<file path="config.mk">
export PLATFORM = sky130hd
export DESIGN_NAME = pair_irq_ctrl
export DESIGN_NICKNAME = d
export VERILOG_FILES = /design/src/rtl/pirq_pkg.sv /design/src/rtl/pirq_chan.sv /design/src/rtl/pirq_arbiter.sv /design/src/rtl/pair_irq_ctrl.sv
export SDC_FILE = /design/constraint.sdc
export NUM_CORES = 1
export LEC_CHECK = 0
export BUFFER_PORTS_ARGS = -buffer_cell sky130_fd_sc_hd__buf_2
export CELL_PAD_IN_SITES_DETAIL_PLACEMENT = 1
export CELL_PAD_IN_SITES_GLOBAL_PLACEMENT = 2
export CORE_MARGIN = 2
export CORE_UTILIZATION = 37
export CTS_BUF_LIST = sky130_fd_sc_hd__clkbuf_4 sky130_fd_sc_hd__clkbuf_8 sky130_fd_sc_hd__clkbuf_16
export CTS_CLUSTER_DIAMETER = 120
export DETAILED_ROUTE_END_ITERATION = 6
export PLACE_DENSITY_LB_ADDON = 0.12
export SETUP_SLACK_MARGIN = 0.05
export SLEW_MARGIN = 40
export SYNTH_ARGS = -nofsm -noshare
export SYNTH_HDL_FRONTEND = slang
export SYNTH_HIERARCHICAL = 1
export SYNTH_SLANG_ARGS = --single-unit
</file>
<file path="constraint.sdc">
create_clock -name clk -period 16 [get_ports clk]
set_clock_uncertainty 0.2 [all_clocks]
set_input_delay 3.2 -clock clk [delete_from_list [all_inputs] [get_ports clk]]
set_output_delay 3.2 -clock clk [all_outputs]
set_load 0.005 [all_outputs]
</file>
<file path="src/rtl/pirq_pkg.sv">
`timescale 1ns/1ps
package pirq_pkg;
    localparam int NUM_PAIRS = 5;
    localparam int NUM_SLOTS = 2 * NUM_PAIRS;
    localparam int NUM_LIVE  = NUM_SLOTS - 1;
    localparam int IDX_W     = $clog2(NUM_SLOTS);
    localparam int FIELD_W   = 2;
    localparam int LEVEL_W   = FIELD_W + 1;
    localparam int DATA_W    = 8;
    localparam int ADDR_W    = 4;
    localparam int LO_W      = DATA_W;

    typedef enum logic [ADDR_W-1:0] {
        A_PEND_LO = 4'd0,
        A_PEND_HI = 4'd1,
        A_MASK_LO = 4'd2,
        A_MASK_HI = 4'd3,
        A_EDGE_LO = 4'd4,
        A_EDGE_HI = 4'd5,
        A_PRIO_LO = 4'd6,
        A_PRIO_HI = 4'd7,
        A_VECT    = 4'd8,
        A_OVR_LO  = 4'd9,
        A_OVR_HI  = 4'd10
    } reg_addr_e;

    typedef struct packed {
        logic               valid;
        logic [IDX_W-1:0]   idx;
        logic [LEVEL_W-1:0] level;
    } win_t;

    // Level of a slot: the pair's field, then the slot's parity as the lowest bit.
    function automatic logic [LEVEL_W-1:0] slot_level(input logic [FIELD_W-1:0] field,
                                                       input int slot);
        logic odd;
        odd = (slot % 2) != 0;
        return {field, odd};
    endfunction
endpackage

</file>
<file path="src/rtl/pirq_chan.sv">
`timescale 1ns/1ps
module pirq_chan #(
    parameter int SYNC_STAGES = 2
) (
    input  logic clk,
    input  logic rst,
    input  logic irq_raw,
    input  logic rise_sel,
    input  logic ack_hit,
    input  logic ovr_clr,
    output logic pending,
    output logic overrun
);
    logic [SYNC_STAGES-1:0] sync_q;
    logic                   prev_q;
    logic                   cur;
    logic                   evt;

    assign cur = sync_q[SYNC_STAGES-1];
    assign evt = rise_sel ? (cur & ~prev_q) : (~cur & prev_q);

    always_ff @(posedge clk) begin
        if (rst) begin
            sync_q <= '0;
            prev_q <= 1'b0;
        end else begin
            sync_q <= {sync_q[SYNC_STAGES-2:0], irq_raw};
            prev_q <= cur;
        end
    end

    always_ff @(posedge clk) begin
        if (rst)          pending <= 1'b0;
        else if (evt)     pending <= 1'b1;
        else if (ack_hit) pending <= 1'b0;
    end

    always_ff @(posedge clk) begin
        if (rst)                            overrun <= 1'b0;
        else if (evt && pending && !ack_hit) overrun <= 1'b1;
        else if (ovr_clr)                   overrun <= 1'b0;
    end

    // a detected edge leaves the channel pending
    p_edge_sets_r2: assert property (@(posedge clk) disable iff (rst) evt |=> pending);
    // an acknowledge without a coinciding edge clears the bit
    p_ack_clears_r7: assert property (@(posedge clk) disable iff (rst)
        (pending && ack_hit && !evt) |=> !pending);
    // overrun is sticky until cleared
    p_ovr_sticky_r8: assert property (@(posedge clk) disable iff (rst)
        (overrun && !ovr_clr) |=> overrun);
    // edge and acknowledge together keep the bit and raise no overrun
    p_ack_edge_r12: assert property (@(posedge clk) disable iff (rst)
        (evt && ack_hit && !overrun) |=> (pending && !overrun));
endmodule

</file>
<file path="src/rtl/pirq_arbiter.sv">
`timescale 1ns/1ps
module pirq_arbiter
    import pirq_pkg::*;
#(
    parameter int N = NUM_SLOTS
) (
    input  logic [N-1:0]              req,
    input  logic [N-1:0][LEVEL_W-1:0] level,
    output win_t                      win
);
    // Ascending scan, replacing only on a strictly lower level: ties keep the lower slot.
    always_comb begin
        win = '0;
        for (int i = 0; i < N; i++) begin
            if (req[i] && (!win.valid || level[i] < win.level)) begin
                win.valid = 1'b1;
                win.idx   = IDX_W'(i);
                win.level = level[i];
            end
        end
    end
endmodule

</file>
<file path="src/rtl/pair_irq_ctrl.sv">
`timescale 1ns/1ps
module pair_irq_ctrl
    import pirq_pkg::*;
#(
    parameter int SYNC_STAGES = 2
) (
    input  logic                clk,
    input  logic                rst,
    input  logic [NUM_LIVE-1:0] irq_in,
    input  logic [ADDR_W-1:0]   reg_addr,
    input  logic                reg_wr,
    input  logic [DATA_W-1:0]   reg_wdata,
    output logic [DATA_W-1:0]   reg_rdata,
    input  logic                irq_ack,
    output logic                irq_req,
    output logic [DATA_W-1:0]   irq_vector
);
    localparam int HI_W   = NUM_SLOTS - LO_W;
    localparam int LO_PRS = LO_W / FIELD_W;

    logic [NUM_SLOTS-1:0]              pending, overrun, mask_q, live_req;
    logic [NUM_LIVE-1:0]               rise_q, ack_hit, ovr_clr;
    logic [NUM_PAIRS-1:0][FIELD_W-1:0] pfield_q;
    logic [3:0]                        base_q;
    logic [NUM_SLOTS-1:0][LEVEL_W-1:0] level;
    win_t                              win;

    always_ff @(posedge clk) begin
        if (rst) begin
            mask_q   <= '0;
            rise_q   <= '1;
            pfield_q <= '0;
            base_q   <= '0;
        end else if (reg_wr) begin
            case (reg_addr_e'(reg_addr))
                A_MASK_LO: mask_q[LO_W-1:0]          <= reg_wdata;
                A_MASK_HI: mask_q[NUM_SLOTS-1:LO_W]  <= reg_wdata[HI_W-1:0];
                A_EDGE_LO: rise_q[LO_W-1:0]          <= reg_wdata;
                A_EDGE_HI: rise_q[NUM_LIVE-1:LO_W]   <= reg_wdata[NUM_LIVE-LO_W-1:0];
                A_PRIO_LO: for (int p = 0; p < LO_PRS; p++)
                               pfield_q[p] <= reg_wdata[FIELD_W*p +: FIELD_W];
                A_PRIO_HI: pfield_q[NUM_PAIRS-1]     <= reg_wdata[FIELD_W-1:0];
                A_VECT:    base_q <= {reg_wdata[DATA_W-1:IDX_W+1], reg_wdata[0]};
                default: ;
            endcase
        end
    end

    always_comb begin
        ovr_clr = '0;
        if (reg_wr && reg_addr_e'(reg_addr) == A_OVR_LO) ovr_clr[LO_W-1:0] = reg_wdata;
        if (reg_wr && reg_addr_e'(reg_addr) == A_OVR_HI)
            ovr_clr[NUM_LIVE-1:LO_W] = reg_wdata[NUM_LIVE-LO_W-1:0];
    end

    always_comb begin
        for (int i = 0; i < NUM_LIVE; i++)
            ack_hit[i] = irq_ack && win.valid && (win.idx == IDX_W'(i));
    end

    for (genvar s = 0; s < NUM_SLOTS; s++) begin : g_slot
        assign level[s] = slot_level(pfield_q[s/2], s);
        if (s < NUM_LIVE) begin : g_live
            pirq_chan #(.SYNC_STAGES(SYNC_STAGES)) u_chan (
                .clk(clk), .rst(rst), .irq_raw(irq_in[s]), .rise_sel(rise_q[s]),
                .ack_hit(ack_hit[s]), .ovr_clr(ovr_clr[s]),
                .pending(pending[s]), .overrun(overrun[s])
            );
        end else begin : g_rsvd
            assign pending[s] = 1'b0;
            assign overrun[s] = 1'b0;
        end
    end

    assign live_req = pending & mask_q;

    pirq_arbiter #(.N(NUM_SLOTS)) u_arb (.req(live_req), .level(level), .win(win));

    assign irq_req    = win.valid;
    assign irq_vector = {base_q[3:1], win.idx, base_q[0]};

    always_comb begin
        reg_rdata = '0;
        case (reg_addr_e'(reg_addr))
            A_PEND_LO: reg_rdata = pending[LO_W-1:0];
            A_PEND_HI: reg_rdata[HI_W-1:0] = pending[NUM_SLOTS-1:LO_W];
            A_MASK_LO: reg_rdata = mask_q[LO_W-1:0];
            A_MASK_HI: reg_rdata[HI_W-1:0] = mask_q[NUM_SLOTS-1:LO_W];
            A_EDGE_LO: reg_rdata = rise_q[LO_W-1:0];
            A_EDGE_HI: reg_rdata[NUM_LIVE-LO_W-1:0] = rise_q[NUM_LIVE-1:LO_W];
            A_PRIO_LO: for (int p = 0; p < LO_PRS; p++)
                           reg_rdata[FIELD_W*p +: FIELD_W] = pfield_q[p];
            A_PRIO_HI: reg_rdata[FIELD_W-1:0] = pfield_q[NUM_PAIRS-1];
            A_VECT:    reg_rdata = irq_vector;
            A_OVR_LO:  reg_rdata = overrun[LO_W-1:0];
            A_OVR_HI:  reg_rdata[HI_W-1:0] = overrun[NUM_SLOTS-1:LO_W];
            default: ;
        endcase
    end

    // the request always names a pending, unmasked channel
    p_win_live_r5: assert property (@(posedge clk) disable iff (rst)
        irq_req |-> (pending[win.idx] && mask_q[win.idx]));
    // nothing requests while every channel is masked
    p_all_masked_r4: assert property (@(posedge clk) disable iff (rst)
        (mask_q == '0) |-> !irq_req);
    // an acknowledge with no request clears no pending bit
    p_idle_ack_r11: assert property (@(posedge clk) disable iff (rst)
        (irq_ack && !irq_req) |=> (($past(pending) & ~pending) == '0));
endmodule

</file>
==> results of run 1 <==
[routing by layer]
metal / track usage, % / vias to the layer above / wire length (um)
li1: - / 2275 / -
met1: 29.26 / 2277 / 6980
met2: 37.64 / 91 / 7546
met3: 3.612 / 30 / 622
met4: 8.824 / 0 / 448
met5: 0 / - / 0
[layout by cell type, fill, tap and decap left out, types with 7 or more instances in the layout]
cell type and n:
and2_1 19, conb_1 27, dfxtp_1 78, nand3b_1 13, inv_1 15, a22oi_1 10, ha_1 15, o31ai_2 10
o21ai_0 31, nand2_1 51, a21oi_1 44, nand2b_1 19, nor2b_1 11, and2b_1 28, mux2i_1 18, clkbuf_16 9
nor3_1 10, and3b_1 10, or3b_1 9, buf_2 41, o21a_1 7, nor2_1 48
[sequential cells by signal (all words and copies together), names as in the netlist]
name and cells:
g_slot.g_live.u_chan/pending 9, base_q 4, rise_q 9, g_slot.g_live.u_chan/prev_q 9, g_slot.g_live.u_chan/sync_q 18, level 10, mask_q 10, g_slot.g_live.u_chan/overrun 9
[final cells by class]
cell class / instances / area, sq um
Fill cell: 1625 / 7450
Multi-Input combinational cell: 504 / 3402
Sequential cell: 78 / 1562
Clock buffer: 10 / 239.0
Tap cell: 176 / 220.2
Timing Repair Buffer: 42 / 216.5
Inverter: 15 / 56.30
Clock inverter: 6 / 45.04
[report_power, final]
group	switching [mW]	total, mW	internal, mW	leakage [nW]
registers	0.00409	0.204	0.200	0.635
clock network	0.0829	0.193	0.110	0.131
logic	0.0272	0.0430	0.0158	1.57
[critical path: cells and delay by family (launching register included)]
kind / cells / cell delay [ps]
simple gates: 15 / 3300
fa+ha+maj: 7 / 2140
buf+inv: 1 / 150
compound gates: 26 / 4770
flops: 1 / 360
mux: 2 / 680
[final timing paths]
path	start	to	depth (start not counted)
max	g_slot[0].g_live.u_chan/pending$_SDFFE_PP0P_	reg_rdata[2]	51
min	g_slot[2].g_live.u_chan/sync_q[0]$_SDFF_PP0_	g_slot[2].g_live.u_chan/sync_q[1]$_SDFF_PP0_	1
max reg2reg	g_slot[0].g_live.u_chan/pending$_SDFFE_PP0P_	g_slot[0].g_live.u_chan/pending$_SDFFE_PP0P_	50
min reg2reg	g_slot[2].g_live.u_chan/sync_q[0]$_SDFF_PP0_	g_slot[2].g_live.u_chan/sync_q[1]$_SDFF_PP0_	1
[stage by stage]
| stage | setup slack (ps) | util, % | std cells | total power [mW] | hold WS, ps |
|---|---|---|---|---|---|
| after floorplan | 2391 | - | 618 | 0.2332 | 210.9 |
| after global placement | 1021 | 40.81 | 815 | 0.2490 | 212.6 |
| after detailed placement | 595.9 | 40.87 | 815 | 0.2502 | 221.1 |
| after CTS | 170.5 | 43.03 | 831 | 0.4420 | 236.1 |
| after global routing | 32.54 | 43.52 | 831 | 0.4581 | 242.5 |
| final | 853.6 | 43.52 | 831 | 0.4395 | 231.2 |
==> flow_metrics.tcl, run 1 <==
set metrics [dict create \
    max_slew_margin_pct 50.76 \
    viasPerCell 5.623 \
    ir_drop_v 0.00005498 \
    setup_viol 0 \
    dieArea_sq_mm 0.01440 \
    outcome "complete, no violations" \
    fin_crit_ps 15150 \
    antenna_found_initial 0 \
    drt_wl_total_mm 15.60 \
    ioPinCount 42 \
    drc 0 \
    grt_pass1_wl_mm 25.57 \
    layout.nets 690 \
    die_h_um 120.0 \
    cts_tree "done" \
    dr.pass1.iters 4 \
    diodes 0 \
    crit_slowest_cell "or4b_1" \
    grt-ovfl-total 0 \
    cap_violations 0 \
    min_period_over_period_pct 94.66 \
    wl_per_cell_um 18.77 \
    start_util_pct 37.75 \
    hpwlAfterDp_mm 11.66 \
    netlist_instances 593 \
    syn_avg_cell_area_sq_um 8.398 \
    drive_gt1_share_pct 15.57 \
    placed_cell_area_sq_mm 0.005391 \
    slew_viol_final 0 \
    grt_setup_unrepaired "no" \
    crit_arrival_ps 11750 \
    finalHoldViolCount 0 \
    critPathMaxStageDelay_ps 560 \
    hold_buffers 0 \
    cts.sinks 78 \
    port_buffers 41 \
    hp-class "reg2reg" \
    critPathCaptureType "primary output" \
    syn-cell-area_sq_mm 0.004980 \
    coreArea_sq_mm 0.01319 \
    clk_latency_ps 330 \
    cp_max_fo 11 \
    rrSetupSlack_ps 4170 \
    die_x_um 120.0 \
    critPathKind "reg2out" \
    cts_setup_buffers 0 \
    grt_usage_pct 22.62 \
    syn_to_final_growth_pct 15.28 \
    grt_pass1_vias 4855 \
    path_common_cell "ha_1" \
    htree_num_levels 3 \
    cts_max_path_buffers 2 \
    cts-root-buf "clkbuf_16" \
    routabilityCongestion 0.8768 \
    fin_area_sq_mm 0.005741 \
    cts.clk_slew.worst_paths_ps 60 \
    power_density_mw_per_mm2 76.56 \
    worst_pin_slew_ps 731.8 \
    grt_max_degree 88 \
    cts_buffers 9 \
    fin_setup_tns_ps 0 \
    post_cts_resized 0 \
    ys_warn_count 6 \
    detail-route-antenna-nets 0 \
    leakage_nw 2.334 \
    fmax_mhz 66.02 \
    critPathLaunchType "register" \
    drt_iter0_drc 276 \
    worstPathRequired_ps 12600 \
    dr_total_vias 4673 \
    num_rows 42 \
]
No activity file was read; power rests on OpenSTA's default activity.
==> run 2: changes to the inputs <==
Settings changed: CORE_ASPECT_RATIO set to 0.5.
==> run 2 against run 1 <==
Core utilization increased by 1.3 points. Clock power increased by 18%. Fmax about the same. Final cell count decreased by 0.36%. Wire length increased by 0.58%. First-iteration DRC count decreased by 8.3%. Critical path type unchanged. Critical endpoint is now reg_rdata[1]. Largest power group is now the clock network.
==> flow_metrics.tcl, run 2 (same netlist as run 1, synthesis figures left out) <==
set metrics [dict create \
    drt_wl_total_mm 15.69 \
    finalPower_mw 0.4742 \
    wl_per_cell_um 18.95 \
    dieArea_sq_mm 0.01446 \
    critPathMaxStageDelay_ps 560 \
    final_cell_mix "78 x dfxtp_1, 51 x nand2_1, 48 x nor2_1" \
    antenna_found_initial 0 \
    crit_slowest_cell "or4b_1" \
    cts.sinks 78 \
    ioPinCount 42 \
    cts_max_path_buffers 2 \
    layout_commonest_cell "dfxtp_1" \
    coreArea_sq_mm 0.01292 \
    hpwlAfterDp_mm 11.90 \
    cp_max_fo 11 \
    finalWorstSetupSlack_ps 855.0 \
    drive_gt1_share_pct 15.65 \
    cts_buffers 9 \
    outcome "complete, no violations" \
    port_buffers 41 \
    die_x_um 168.1 \
    detail-route-antenna-nets 0 \
    hp-class "reg2reg" \
    start_util_pct 38.55 \
    grt-ovfl-total 0 \
    cap_violations 0 \
    slew_viol_final 0 \
    max_slew_margin_pct 50.34 \
    htree_num_levels 3 \
    cts.clk_slew.worst_paths_ps 70 \
    grt_setup_unrepaired "no" \
    crit_buf_inv 1 \
    diodes 0 \
    worstPathRequired_ps 12600 \
    setup_viol 0 \
    regMostFlops "g_slot.g_live.u_chan/sync_q" \
    viasPerCell 5.610 \
    crit_arrival_ps 11740 \
    leakage_nw 2.380 \
    power_density_mw_per_mm2 81.92 \
    die_h_um 86.04 \
    grt_pass1_vias 4636 \
    clk_latency_ps 340 \
    critPathCaptureType "primary output" \
    grt_pass1_wl_mm 25.23 \
    layout.nets 693 \
    num_rows 29 \
    critPathLaunchType "register" \
    grt_usage_pct 22.40 \
    critPathKind "reg2out" \
    fin_setup_tns_ps 0 \
    dpl_worst_slack_ps 572.0 \
    syn_to_final_growth_pct 16.23 \
    drt_iter0_drc 253 \
    min_period_over_period_pct 94.66 \
    dr_total_vias 4645 \
    ir_drop_v 0.00006323 \
    cts-root-buf "clkbuf_16" \
    dr.pass1.iters 4 \
    routabilityCongestion 0.8342 \
    finalHoldViolCount 0 \
    cts_tree "done" \
    grt_max_degree 54 \
    cp_top_family "compound AO/OA/AOI/OAI gates" \
    largest_register_ffs 18 \
    path_common_cell "ha_1" \
    fmax_mhz 66.03 \
    drc 0 \
    fin_crit_ps 15140 \
    worst_pin_slew_ps 738.1 \
]
-- run 2: changes by cell type in the layout (fill, tap and decap cells not counted), sizes merged --
cell	delta
buf	+3
clkinvlp	-3
bufinv	+2
inv	+1
-- run 2: where the power goes --
part | total, mW | internal, mW | switching, mW
registers | 0.204 | 0.200 | 0.00443
logic | 0.0428 | 0.0157 | 0.0271
clock network | 0.227 | 0.142 | 0.0852
-- run 2: layout make-up --
class,instances,area (sq um)
clock inverter,6,91.34
clock buffer,10,239.0
timing repair buffer,45,235.2
fill,1579,7129
inverter,15,56.30
sequential,78,1562
tap,170,212.7
multi-input combinational,504,3392
-- run 2: worst paths after layout --
check / start / endpoint / slack (ps) / cells past startpoint
setup / recovery: g_slot[0].g_live.u_chan/pending$_SDFFE_PP0P_ / reg_rdata[1] / 860 / 49
hold / removal: g_slot[8].g_live.u_chan/sync_q[0]$_SDFF_PP0_ / g_slot[8].g_live.u_chan/sync_q[1]$_SDFF_PP0_ / 230 / 1
setup reg to reg: g_slot[0].g_live.u_chan/pending$_SDFFE_PP0P_ / g_slot[0].g_live.u_chan/pending$_SDFFE_PP0P_ / 4030 / 50
hold reg to reg: g_slot[8].g_live.u_chan/sync_q[0]$_SDFF_PP0_ / g_slot[8].g_live.u_chan/sync_q[1]$_SDFF_PP0_ / 230 / 1
-- run 2: worst reg2reg max path: cells and delay by family, from the launching register on --
kind | cells | cell delay (ps)
AOI/OAI and AO/OA | 24 | 4640
DFF | 1 | 370
adders and majority gates | 7 | 2020
and+or+nand+nor | 17 | 3840
muxes | 2 | 780
-- run 2: repair_timing --
action,4_1_cts,5_1_grt
setup buffers,0,3
setup endpoints to repair,0,6
gates resized for setup,0,10
hold buffers,0,0
-- run 2: metal layers --
| layer | global-route usage [%] | share of wire, % | vias to the layer above |
|---|---|---|---|
| met4 | 4.467 | 0.41 | 0 |
| met3 | 2.861 | 3.7 | 6 |
| li1 | - | - | 2272 |
| met1 | 33.01 | 52 | 2310 |
| met5 | 0 | 0 | - |
| met2 | 35.24 | 44 | 57 |
-- run 2: metrics by stage --
stage / hold slack, ps / cells / util [%] / cell area [sq um]
finish: 231.5 / 828 / 44.81 / 5788
global route: 251.1 / 828 / 44.81 / 5788
CTS: 235.0 / 825 / 44.24 / 5714
detailed placement: 220.0 / 809 / 41.68 / 5384
global placement: 211.8 / 809 / 41.61 / 5375
floorplan: 210.9 / 618 / - / 5074
